`config.mk`:
```
export PLATFORM = sky130hd
export DESIGN_NAME = i2c_addr_match
export DESIGN_NICKNAME = d
export VERILOG_FILES = /design/src/rtl/i2c_am_pkg.sv /design/src/rtl/i2c_am_sync.sv /design/src/rtl/i2c_am_shift.sv /design/src/rtl/i2c_addr_match.sv
export SDC_FILE = /design/constraint.sdc
export NUM_CORES = 1
export LEC_CHECK = 0
export ABC_AREA = 1
export BUFFER_PORTS_ARGS = -buffer_cell sky130_fd_sc_hd__buf_2
export CORE_AREA = 2 2 59 61
export DETAILED_ROUTE_END_ITERATION = 8
export DIE_AREA = 0 0 61 63
export PLACE_DENSITY = 0.84
export SLEW_MARGIN = 20
export SYNTH_ARGS = -nofsm -noshare
export SYNTH_HDL_FRONTEND = slang
export SYNTH_HIERARCHICAL = 1
export SYNTH_SLANG_ARGS = --single-unit
```
`constraint.sdc`:
```
create_clock -name clk -period 5.74 [get_ports clk]
set_clock_uncertainty 0.1 [all_clocks]
set_input_delay 0.574 -clock clk [delete_from_list [all_inputs] [get_ports clk]]
set_output_delay 0.574 -clock clk [all_outputs]
set_load 0.01 [all_outputs]
```
`src/rtl/i2c_am_pkg.sv`:
```
package i2c_am_pkg;
  localparam int BYTE_W = 8;
  localparam int MASK_W = 5;

  typedef enum logic [1:0] {
    ST_IDLE,
    ST_RX_FIRST,
    ST_RX_LOW,
    ST_HOLD
  } am_state_t;

  // positions that must compare in 7-bit mode: bits 7:6 always, 5:1 unless masked, bit 0 is R/W
  function automatic logic hit_7b(input logic [BYTE_W-1:0] rx,
                                  input logic [BYTE_W-1:0] own,
                                  input logic [MASK_W-1:0] msk);
    logic [BYTE_W-1:0] care;
    care = {2'b11, ~msk, 1'b0};
    return ((rx ^ own) & care) == '0;
  endfunction

  // 10-bit low byte: mask[4:1] -> bits 5:2, mask[0] -> bits 1:0
  function automatic logic hit_10b_lo(input logic [BYTE_W-1:0] rx,
                                      input logic [BYTE_W-1:0] own,
                                      input logic [MASK_W-1:0] msk);
    logic [BYTE_W-1:0] care;
    care = {2'b11, ~msk[4:1], {2{~msk[0]}}};
    return ((rx ^ own) & care) == '0;
  endfunction

  // 10-bit header: 11110 A9 A8, R/W ignored here
  function automatic logic hdr_ok(input logic [BYTE_W-1:0] rx,
                                  input logic [1:0] hi);
    return (rx[7:3] == 5'b11110) && (rx[2:1] == hi);
  endfunction
endpackage

```
`src/rtl/i2c_am_sync.sv`:
```
module i2c_am_sync #(
  parameter int STAGES = 2
) (
  input  logic clk,
  input  logic rst_n,
  input  logic scl_i,
  input  logic sda_i,
  output logic scl_s,
  output logic scl_rise,
  output logic scl_fall,
  output logic sda_s,
  output logic start_evt,
  output logic stop_evt
);
  logic [STAGES-1:0] scl_chain, sda_chain;
  logic scl_q, sda_q;

  always_ff @(posedge clk or negedge rst_n) begin
    if (!rst_n) begin
      scl_chain <= '1;
      sda_chain <= '1;
      scl_q     <= 1'b1;
      sda_q     <= 1'b1;
    end else begin
      scl_chain <= {scl_chain[STAGES-2:0], scl_i};
      sda_chain <= {sda_chain[STAGES-2:0], sda_i};
      scl_q     <= scl_chain[STAGES-1];
      sda_q     <= sda_chain[STAGES-1];
    end
  end

  assign scl_s     = scl_chain[STAGES-1];
  assign sda_s     = sda_chain[STAGES-1];
  assign scl_rise  = scl_s & ~scl_q;
  assign scl_fall  = ~scl_s & scl_q;
  assign start_evt = scl_s & scl_q & sda_q & ~sda_s;
  assign stop_evt  = scl_s & scl_q & ~sda_q & sda_s;
endmodule

```
`src/rtl/i2c_am_shift.sv`:
```
module i2c_am_shift #(
  parameter int WIDTH = 8
) (
  input  logic             clk,
  input  logic             rst_n,
  input  logic             clr,
  input  logic             scl_rise,
  input  logic             sda_s,
  output logic [WIDTH-1:0] byte_q,
  output logic             full
);
  localparam int CNT_W = $clog2(WIDTH + 1);
  logic [CNT_W-1:0] cnt;

  always_ff @(posedge clk or negedge rst_n) begin
    if (!rst_n) begin
      cnt    <= '0;
      byte_q <= '0;
    end else if (clr) begin
      cnt <= '0;
    end else if (scl_rise && !full) begin
      byte_q <= {byte_q[WIDTH-2:0], sda_s};
      cnt    <= cnt + 1'b1;
    end
  end

  assign full = (cnt == CNT_W'(WIDTH));
endmodule

```
`src/rtl/i2c_addr_match.sv`:
```
module i2c_addr_match
  import i2c_am_pkg::*;
#(
  parameter int SYNC_STAGES = 2
) (
  input  logic              clk,
  input  logic              rst_n,
  input  logic              scl_i,
  input  logic              sda_i,
  output logic              sda_oe,
  input  logic              mode_10b,
  input  logic [BYTE_W-1:0] own_lo,
  input  logic [1:0]        own_hi,
  input  logic [MASK_W-1:0] addr_mask,
  output logic              match_irq,
  output logic [BYTE_W-1:0] addr_buf,
  output logic              xmit
);
  // named internal events, also used by the bound checker
  logic scl_s, sda_s, scl_rise, scl_fall, start_evt, stop_evt;
  logic [BYTE_W-1:0] rx_byte;
  logic rx_full, byte_end, ack_end, shift_clr, in_idle;
  logic hit10;
  am_state_t st;

  // decision for the byte just completed
  logic ack_now, irq_now, xmit_now, hit10_now;
  am_state_t nxt;

  i2c_am_sync #(.STAGES(SYNC_STAGES)) u_sync (
    .clk(clk), .rst_n(rst_n), .scl_i(scl_i), .sda_i(sda_i),
    .scl_s(scl_s), .scl_rise(scl_rise), .scl_fall(scl_fall),
    .sda_s(sda_s), .start_evt(start_evt), .stop_evt(stop_evt)
  );

  i2c_am_shift #(.WIDTH(BYTE_W)) u_shift (
    .clk(clk), .rst_n(rst_n), .clr(shift_clr), .scl_rise(scl_rise),
    .sda_s(sda_s), .byte_q(rx_byte), .full(rx_full)
  );

  assign in_idle   = (st == ST_IDLE);
  assign byte_end  = scl_fall && rx_full && !sda_oe &&
                     ((st == ST_RX_FIRST) || (st == ST_RX_LOW));
  assign ack_end   = scl_fall && sda_oe;
  assign shift_clr = start_evt | stop_evt | ack_end;

  always_comb begin
    ack_now   = 1'b0;
    irq_now   = 1'b0;
    xmit_now  = 1'b0;
    hit10_now = 1'b0;
    nxt       = ST_HOLD;
    if (st == ST_RX_FIRST) begin
      if (!mode_10b) begin
        ack_now  = hit_7b(rx_byte, own_lo, addr_mask);
        irq_now  = ack_now;
        xmit_now = rx_byte[0];
      end else if (hdr_ok(rx_byte, own_hi)) begin
        if (!rx_byte[0]) begin
          ack_now = 1'b1;
          nxt     = ST_RX_LOW;
        end else begin
          ack_now   = hit10;
          irq_now   = hit10;
          xmit_now  = 1'b1;
          hit10_now = hit10;
        end
      end
    end else if (st == ST_RX_LOW) begin
      ack_now   = hit_10b_lo(rx_byte, own_lo, addr_mask);
      irq_now   = ack_now;
      hit10_now = ack_now;
    end
  end

  always_ff @(posedge clk or negedge rst_n) begin
    if (!rst_n) begin
      st        <= ST_IDLE;
      sda_oe    <= 1'b0;
      match_irq <= 1'b0;
      addr_buf  <= '0;
      xmit      <= 1'b0;
      hit10     <= 1'b0;
    end else if (stop_evt) begin
      st        <= ST_IDLE;
      sda_oe    <= 1'b0;
      match_irq <= 1'b0;
      xmit      <= 1'b0;
      hit10     <= 1'b0;
    end else if (start_evt) begin
      st        <= ST_RX_FIRST;
      sda_oe    <= 1'b0;
      match_irq <= 1'b0;
      xmit      <= 1'b0;
    end else begin
      match_irq <= 1'b0;
      if (byte_end) begin
        hit10 <= hit10_now;
        if (ack_now) begin
          sda_oe    <= 1'b1;
          st        <= nxt;
          match_irq <= irq_now;
          if (irq_now) begin
            addr_buf <= rx_byte;
            xmit     <= xmit_now;
          end
        end else begin
          st <= ST_IDLE;
        end
      end else if (ack_end) begin
        sda_oe <= 1'b0;
      end
    end
  end
endmodule

```
== After elaboration in Yosys (flattened, before gate mapping) ==
Cells that the tools add are included.
Widths: inputs -> output; s select.

* Register bits: 32
* Output and inout port bits: 11
* Word-level logic and storage cells: 106
* Bits of input ports: 20

* Add/subtract/negate cells: 1
* Bitwise logic cells: 22
* Mux-type cells: 42
* Reductions and logical operators: 22
* Equal/unequal tests: 7

{| class="wikitable"
|+ Operator list
! cell !! count
|-
| $mux 1 || 36
|-
| $and 8x8->8 || 2
|-
| $logic_not 8->1 || 2
|-
| $reduce_bool 3->1 || 3
|-
| $mux 2 || 4
|-
| $mux 4 || 2
|-
| $not 1->1 || 8
|-
| $xor 8x8->8 || 1
|-
| $and 1x1->1 || 7
|-
| $logic_and 1x1->1 || 6
|-
| $reduce_and 2->1 || 3
|-
| $eq 5x5->1 const B || 1
|-
| $not 5->5 || 1
|-
| $reduce_and 5->1 || 1
|-
| $add 4x1->4 const B || 1
|-
| $eq 4x4->1 const B || 1
|-
| $ne 4x3->1 const B || 1
|-
| $not 4->4 || 1
|-
| $reduce_bool 2->1 || 2
|-
| $reduce_bool 4->1 || 1
|-
| $reduce_and 3->1 || 1
|-
| $eq 2x1->1 const B || 1
|-
| $eq 2x2->1 || 1
|-
| $eq 2x2->1 const B || 1
|-
| other kinds (4) || 6
|}

== Longest topological paths before layout ==
* Word-level depth: 10
* Depth in mapped cells: 12
* Gate-level depth less buffers: 11

== By module ==
Netlist, hierarchy kept.

{| class="wikitable"
|+ By module, submodules not included
! module !! sequential area each (µm²) !! cells each !! area each (µm²) !! times used
|-
| i2c_addr_match || 350.3 || 160 || 1,044.8 || 1
|-
| i2c_am_shift || 300.3 || 65 || 585.6 || 1
|-
| i2c_am_sync || 157.7 || 17 || 198.9 || 1
|}

== Worst setup path before layout ==
OpenSTA, ideal clock, no wires.

* Path kind: flip-flop to flip-flop
* Start: register u_shift.cnt[0]
* End: register addr_buf[7]
* Data required time: 5,527 ps
* Arrival: 1,602 ps
* Library setup time: 113 ps
* Period minus slack after synthesis: 1,815 ps
* Slack: 3,925 ps
* Cell stages (with the launch flop): 13
* Buffers on the path: 2
* Cells stage by stage: dfrtp_1 inv_1 ha_1 nand3b_4 buf_6 inv_1 and3_1 inv_1 nor2_2 buf_4 nand4_1 nand2_1 inv_1

* Cells in the longest elaborated chain, start to end: 5

{| class="wikitable"
|+ Ends and longest elaborated chain
! item !! line !! source
|-
| start: declaration || i2c_am_shift.sv:13 || <nowiki>logic [CNT_W-1:0] cnt;</nowiki>
|-
| start signal: assignment || i2c_am_shift.sv:23 || <nowiki>cnt <= cnt + 1'b1;</nowiki>
|-
| $eq 4x4->1 || i2c_am_shift.sv:27 || <nowiki>assign full = (cnt == CNT_W'(WIDTH));</nowiki>
|-
| via rx_full || i2c_addr_match.sv:22 || <nowiki>logic rx_full, byte_end, ack_end, shift_clr, in_idle;</nowiki>
|-
| $logic_and 1x1->1 (3 in series) || i2c_addr_match.sv:42 || <nowiki>assign byte_end = scl_fall && rx_full && !sda_oe &&</nowiki>
|-
| $reduce_and 5->1 (no source line) || - ||
|-
| end signal: assignment || i2c_addr_match.sv:104 || <nowiki>addr_buf <= rx_byte;</nowiki>
|-
| end: declaration || i2c_addr_match.sv:16 || <nowiki>output logic [BYTE_W-1:0] addr_buf,</nowiki>
|}

The timed path passes the listed nets, and every way through them passes these cells.
A chain may end at the register's enable or synchronous reset.

== Final worst setup path ==
* Start: register u_shift.cnt[0]
* End: register addr_buf[3]

Same word-level chain as after synthesis.

==> impl_results.rst <==
.. list-table::
   :header-rows: 1

   * - Metric
     - Value
   * - Total setup violations reported at the end of the flow
     - 0
   * - IO Count
     - 31
   * - Number of global-route vias before repair
     - ~1,400
   * - Slew of the pin with the lowest slew margin
     - 0.912 ns
   * - Vias after detailed routing
     - 1,565
   * - Final TNS setup
     - 0 ns
   * - Post-synth EDFFs
     - 0
   * - Final Critical Period
     - 2.13 ns
   * - Number of antenna violations at the first check in global routing
     - 0
   * - Initial drt markers
     - 77
   * - Post-synthesis async set-or-reset flop share
     - 100%
   * - Global placement routability congestion
     - approximately 0.90
   * - Pin count of the biggest net entering global routing
     - 33
   * - Number of remaining DRC errors
     - 0
   * - Peak supply drop
     - 0.164 mV
   * - Synthesized cell area
     - 1830 sq um
   * - Cell count after synthesis
     - 242
   * - Core ar.
     - between 3000 and 4000 sq um
   * - TritonCTS clock tree
     - built
   * - Crit path DAT
     - 2.32 ns
   * - Detailed-route wire length
     - 3.37 mm
   * - Hold-fix buffers at CTS
     - 0
   * - RSZ-0062 raised after global routing
     - false
   * - Die Wd
     - approximately 61 um
   * - Max-Cap Viols
     - 0
   * - Clock network latency to the later pin of the worst-skew pair
     - 0.35 ns
   * - Result of the run
     - complete, no violations
   * - Cells resized by post-CTS repair
     - 0
   * - Buffers added on ports
     - 30
   * - Crit Path Category
     - reg2reg
   * - Sink count of the clock tree
     - 32
   * - Netlist cell types
     - 28
   * - Fin. max-slew vios
     - 0
   * - Antenna viol nets, final
     - 0
   * - Die height
     - between 60 and 70 um
   * - Buffers inserted during post-CTS setup optimization
     - 0
   * - Die footprint
     - 3840 sq um
   * - Number of nets in the final layout
     - 297
   * - Type of the tightest min-delay check
     - in2async
   * - Cell at the root of the clock tree
     - sky130_fd_sc_hd__clkbuf_4
   * - Worst-case clock buffer depth
     - 2
   * - Hold violation count in the final report
     - 0
   * - Number of placed cells counting well taps
     - 312
   * - Row count
     - 21
   * - Inserted Diodes
     - 0
   * - GR Overflow Total
     - 0
   * - Number of cells in the finished layout apart from fillers
     - 320
   * - Nature of the critical path endpoint
     - register
   * - Achievable frequency
     - about 470 MHz
   * - Mean cell area of the mapped netlist
     - 7.56 sq um
   * - TritonCTS buffer count
     - 5
   * - First-pass iteration count of the detailed router
     - 4
   * - Post-synthesis register bit count
     - 32
   * - Fraction of the yosys area taken by sequential cells
     - 44.2%
   * - Vias per cell
     - 4.89
   * - Reported leakage power
     - 1.17 nW
   * - Maximum net fanout on the critical path
     - 13
   * - Share of the cycle needed by the critical path after routing
     - between 30% and 40%
   * - Nets in the synthesized netlist
     - 266
   * - Finished Cell Area
     - 2040 sq um
   * - Wire length per cell after detailed routing
     - approximately 11 um
   * - Overall routing resource usage
     - between 20% and 30%
   * - Nature of the critical path startpoint
     - register
   * - Share of final-layout standard cells stronger than drive strength 1
     - 21.5%
   * - Critical path data required time
     - 5.92 ns
   * - Slew margin rel.
     - 39.0%
   * - Effective utilization at floorplan
     - 56.6%
   * - Power per cell area
     - 274 nW/um^2
   * - Area added between synthesis and finish
     - 11.5%
   * - Number of H-tree levels
     - 2
   * - Count of synthesis-stage warnings from yosys
     - 6
   * - Clock slew seen by the registers of the worst setup and hold paths
     - 0.11 ns
   * - Top_reg_cell synth
     - sky130_fd_sc_hd__dfrtp_1
   * - First-pass GRT wire length
     - 5.83 mm
   * - Area after detailed placement
     - between 1500 and 2000 sq um
   * - DP Wirelength
     - around 2.6 mm
==> kinds of logic after synthesis <==
group / share of synthesized area (%)
flip-flops: 44.2
buffers and inverters: 13.8
adder cells (fa/ha/maj): 2.74
XOR/XNOR: 0.479
AND/OR/NAND/NOR: 35.2
AO/OA/AOI/OAI: 3.56
==> metrics by stage <==
stage	power, W	utilization, %	hold WS (ns)	worst slack (ns)
floorplan	0.000399	-	0.178	3.93
finish	0.000559	63.1	0.146	3.61
global route	0.000605	63.1	0.174	3.39
detailed placement	0.000435	61.4	0.251	3.64
global placement	0.000429	61.4	0.246	3.72
CTS	0.000565	63.1	0.164	3.59
==> where the power goes <==
part / total (W) / switching (W) / internal [W]
clock: 0.000129 / 0.0000821 / 0.0000469
combinational: 0.000137 / 0.0000860 / 0.0000510
sequential: 0.000293 / 0.0000360 / 0.000257
total: 0.000559 / 0.000204 / 0.000355
==> layout make-up <==
type                    instances  area (sq um)
well taps                      46          57.6
repair buffers                 30           150
multi-input cells             151           768
flip-flops and latches         32           808
clock buffers                   5          37.5
clock inverters                 3          18.8
fillers                       304          1190
inverters                      53           199
==> worst max-delay path, stage by stage (launching register included) <==
cell	delay [ns]
sky130_fd_sc_hd__dfrtp_1	0.42
sky130_fd_sc_hd__inv_1	0.09
sky130_fd_sc_hd__ha_1	0.21
sky130_fd_sc_hd__nand3b_4	0.17
sky130_fd_sc_hd__inv_1	0.08
sky130_fd_sc_hd__and3_1	0.17
sky130_fd_sc_hd__inv_1	0.07
sky130_fd_sc_hd__nor2_2	0.33
sky130_fd_sc_hd__nand3_2	0.22
sky130_fd_sc_hd__nand2_1	0.10
sky130_fd_sc_hd__nand2_1	0.05
sky130_fd_sc_hd__inv_1	0.05
==> cells in the final DEF (no fill, tap or decap) <==
master                      count
sky130_fd_sc_hd__o21ai_0        4
sky130_fd_sc_hd__nand3_1       12
sky130_fd_sc_hd__dfstp_2        6
sky130_fd_sc_hd__ha_1           4
sky130_fd_sc_hd__nand2_1       73
sky130_fd_sc_hd__o21ai_1        1
sky130_fd_sc_hd__nor2_1        16
sky130_fd_sc_hd__xnor2_1        1
sky130_fd_sc_hd__dfrtp_1       26
sky130_fd_sc_hd__clkinv_4       1
sky130_fd_sc_hd__and3_1         1
sky130_fd_sc_hd__nor2_2         3
sky130_fd_sc_hd__nand3_2        4
sky130_fd_sc_hd__a21oi_2        1
sky130_fd_sc_hd__nand2_2        1
sky130_fd_sc_hd__inv_1         49
sky130_fd_sc_hd__clkbuf_4       5
sky130_fd_sc_hd__buf_2         30
sky130_fd_sc_hd__inv_2          4
sky130_fd_sc_hd__nand3b_1       2
sky130_fd_sc_hd__a21oi_1        2
sky130_fd_sc_hd__nand4_1       20
sky130_fd_sc_hd__nor3b_2        1
sky130_fd_sc_hd__nor4_1         1
sky130_fd_sc_hd__a31oi_1        1
sky130_fd_sc_hd__nand3b_4       1
sky130_fd_sc_hd__o2111ai_1      1
sky130_fd_sc_hd__o22ai_1        1
sky130_fd_sc_hd__clkinv_2       2
==> flip-flops by register name, summed over array words and instances, names as in the netlist <==
| signal | flops |
|---|---|
| addr_buf | 8 |
| u_shift/byte_q | 8 |
| u_shift/cnt | 4 |
| st | 2 |
| u_sync/scl_chain | 2 |
| u_sync/sda_chain | 2 |
| hit10 | 1 |
| match_irq | 1 |
| sda_oe | 1 |
| u_sync/scl_q | 1 |
| u_sync/sda_q | 1 |
| xmit | 1 |
==> layer usage <==
metal	track usage, %	routed length (um)	vias to the layer above
met3	6.83	152	6
met5	0	0	-
met2	31.2	1660	31
met4	6.52	48	0
met1	26.0	1510	713
li1	-	-	815
==> final timing paths <==
path                                            endpoint                           from  slack [ns]  cells after the start
hold / removal                       match_irq$_DFF_PN0_                          rst_n        0.15                      1
max in group asynchronous  u_shift/byte_q[5]$_DFFE_PN0P_                          rst_n        4.95                      1
hold reg to reg            u_sync/sda_chain[1]$_DFF_PN1_  u_sync/sda_chain[0]$_DFF_PN1_        0.27                      0
setup / recovery                 addr_buf[3]$_DFFE_PN0P_     u_shift/cnt[0]$_DFFE_PN0P_        3.61                     11
setup reg to reg                 addr_buf[3]$_DFFE_PN0P_     u_shift/cnt[0]$_DFFE_PN0P_        3.61                     11
min in group clk           u_sync/scl_chain[0]$_DFF_PN1_                          scl_i        0.21                      1
==> Yosys cell counts, types with 2 or more instances <==
master / instances / share of area (%)
sky130_fd_sc_hd__inv_1: 49 / 10
sky130_fd_sc_hd__nand3b_1: 2 / 0.82
sky130_fd_sc_hd__inv_2: 4 / 0.82
sky130_fd_sc_hd__o21ai_0: 4 / 1.1
sky130_fd_sc_hd__nand4_1: 20 / 6.8
sky130_fd_sc_hd__buf_6: 3 / 1.8
sky130_fd_sc_hd__nor2_1: 16 / 3.3
sky130_fd_sc_hd__nand3_2: 4 / 2.2
sky130_fd_sc_hd__a21oi_1: 2 / 0.55
sky130_fd_sc_hd__nand3_1: 12 / 3.3
sky130_fd_sc_hd__buf_4: 2 / 0.82
sky130_fd_sc_hd__ha_1: 4 / 2.7
sky130_fd_sc_hd__dfrtp_1: 26 / 36
sky130_fd_sc_hd__nor2_2: 3 / 1.0
sky130_fd_sc_hd__nand2_1: 73 / 15
sky130_fd_sc_hd__dfstp_2: 6 / 8.6
No activity file was read; power rests on OpenSTA's default activity.
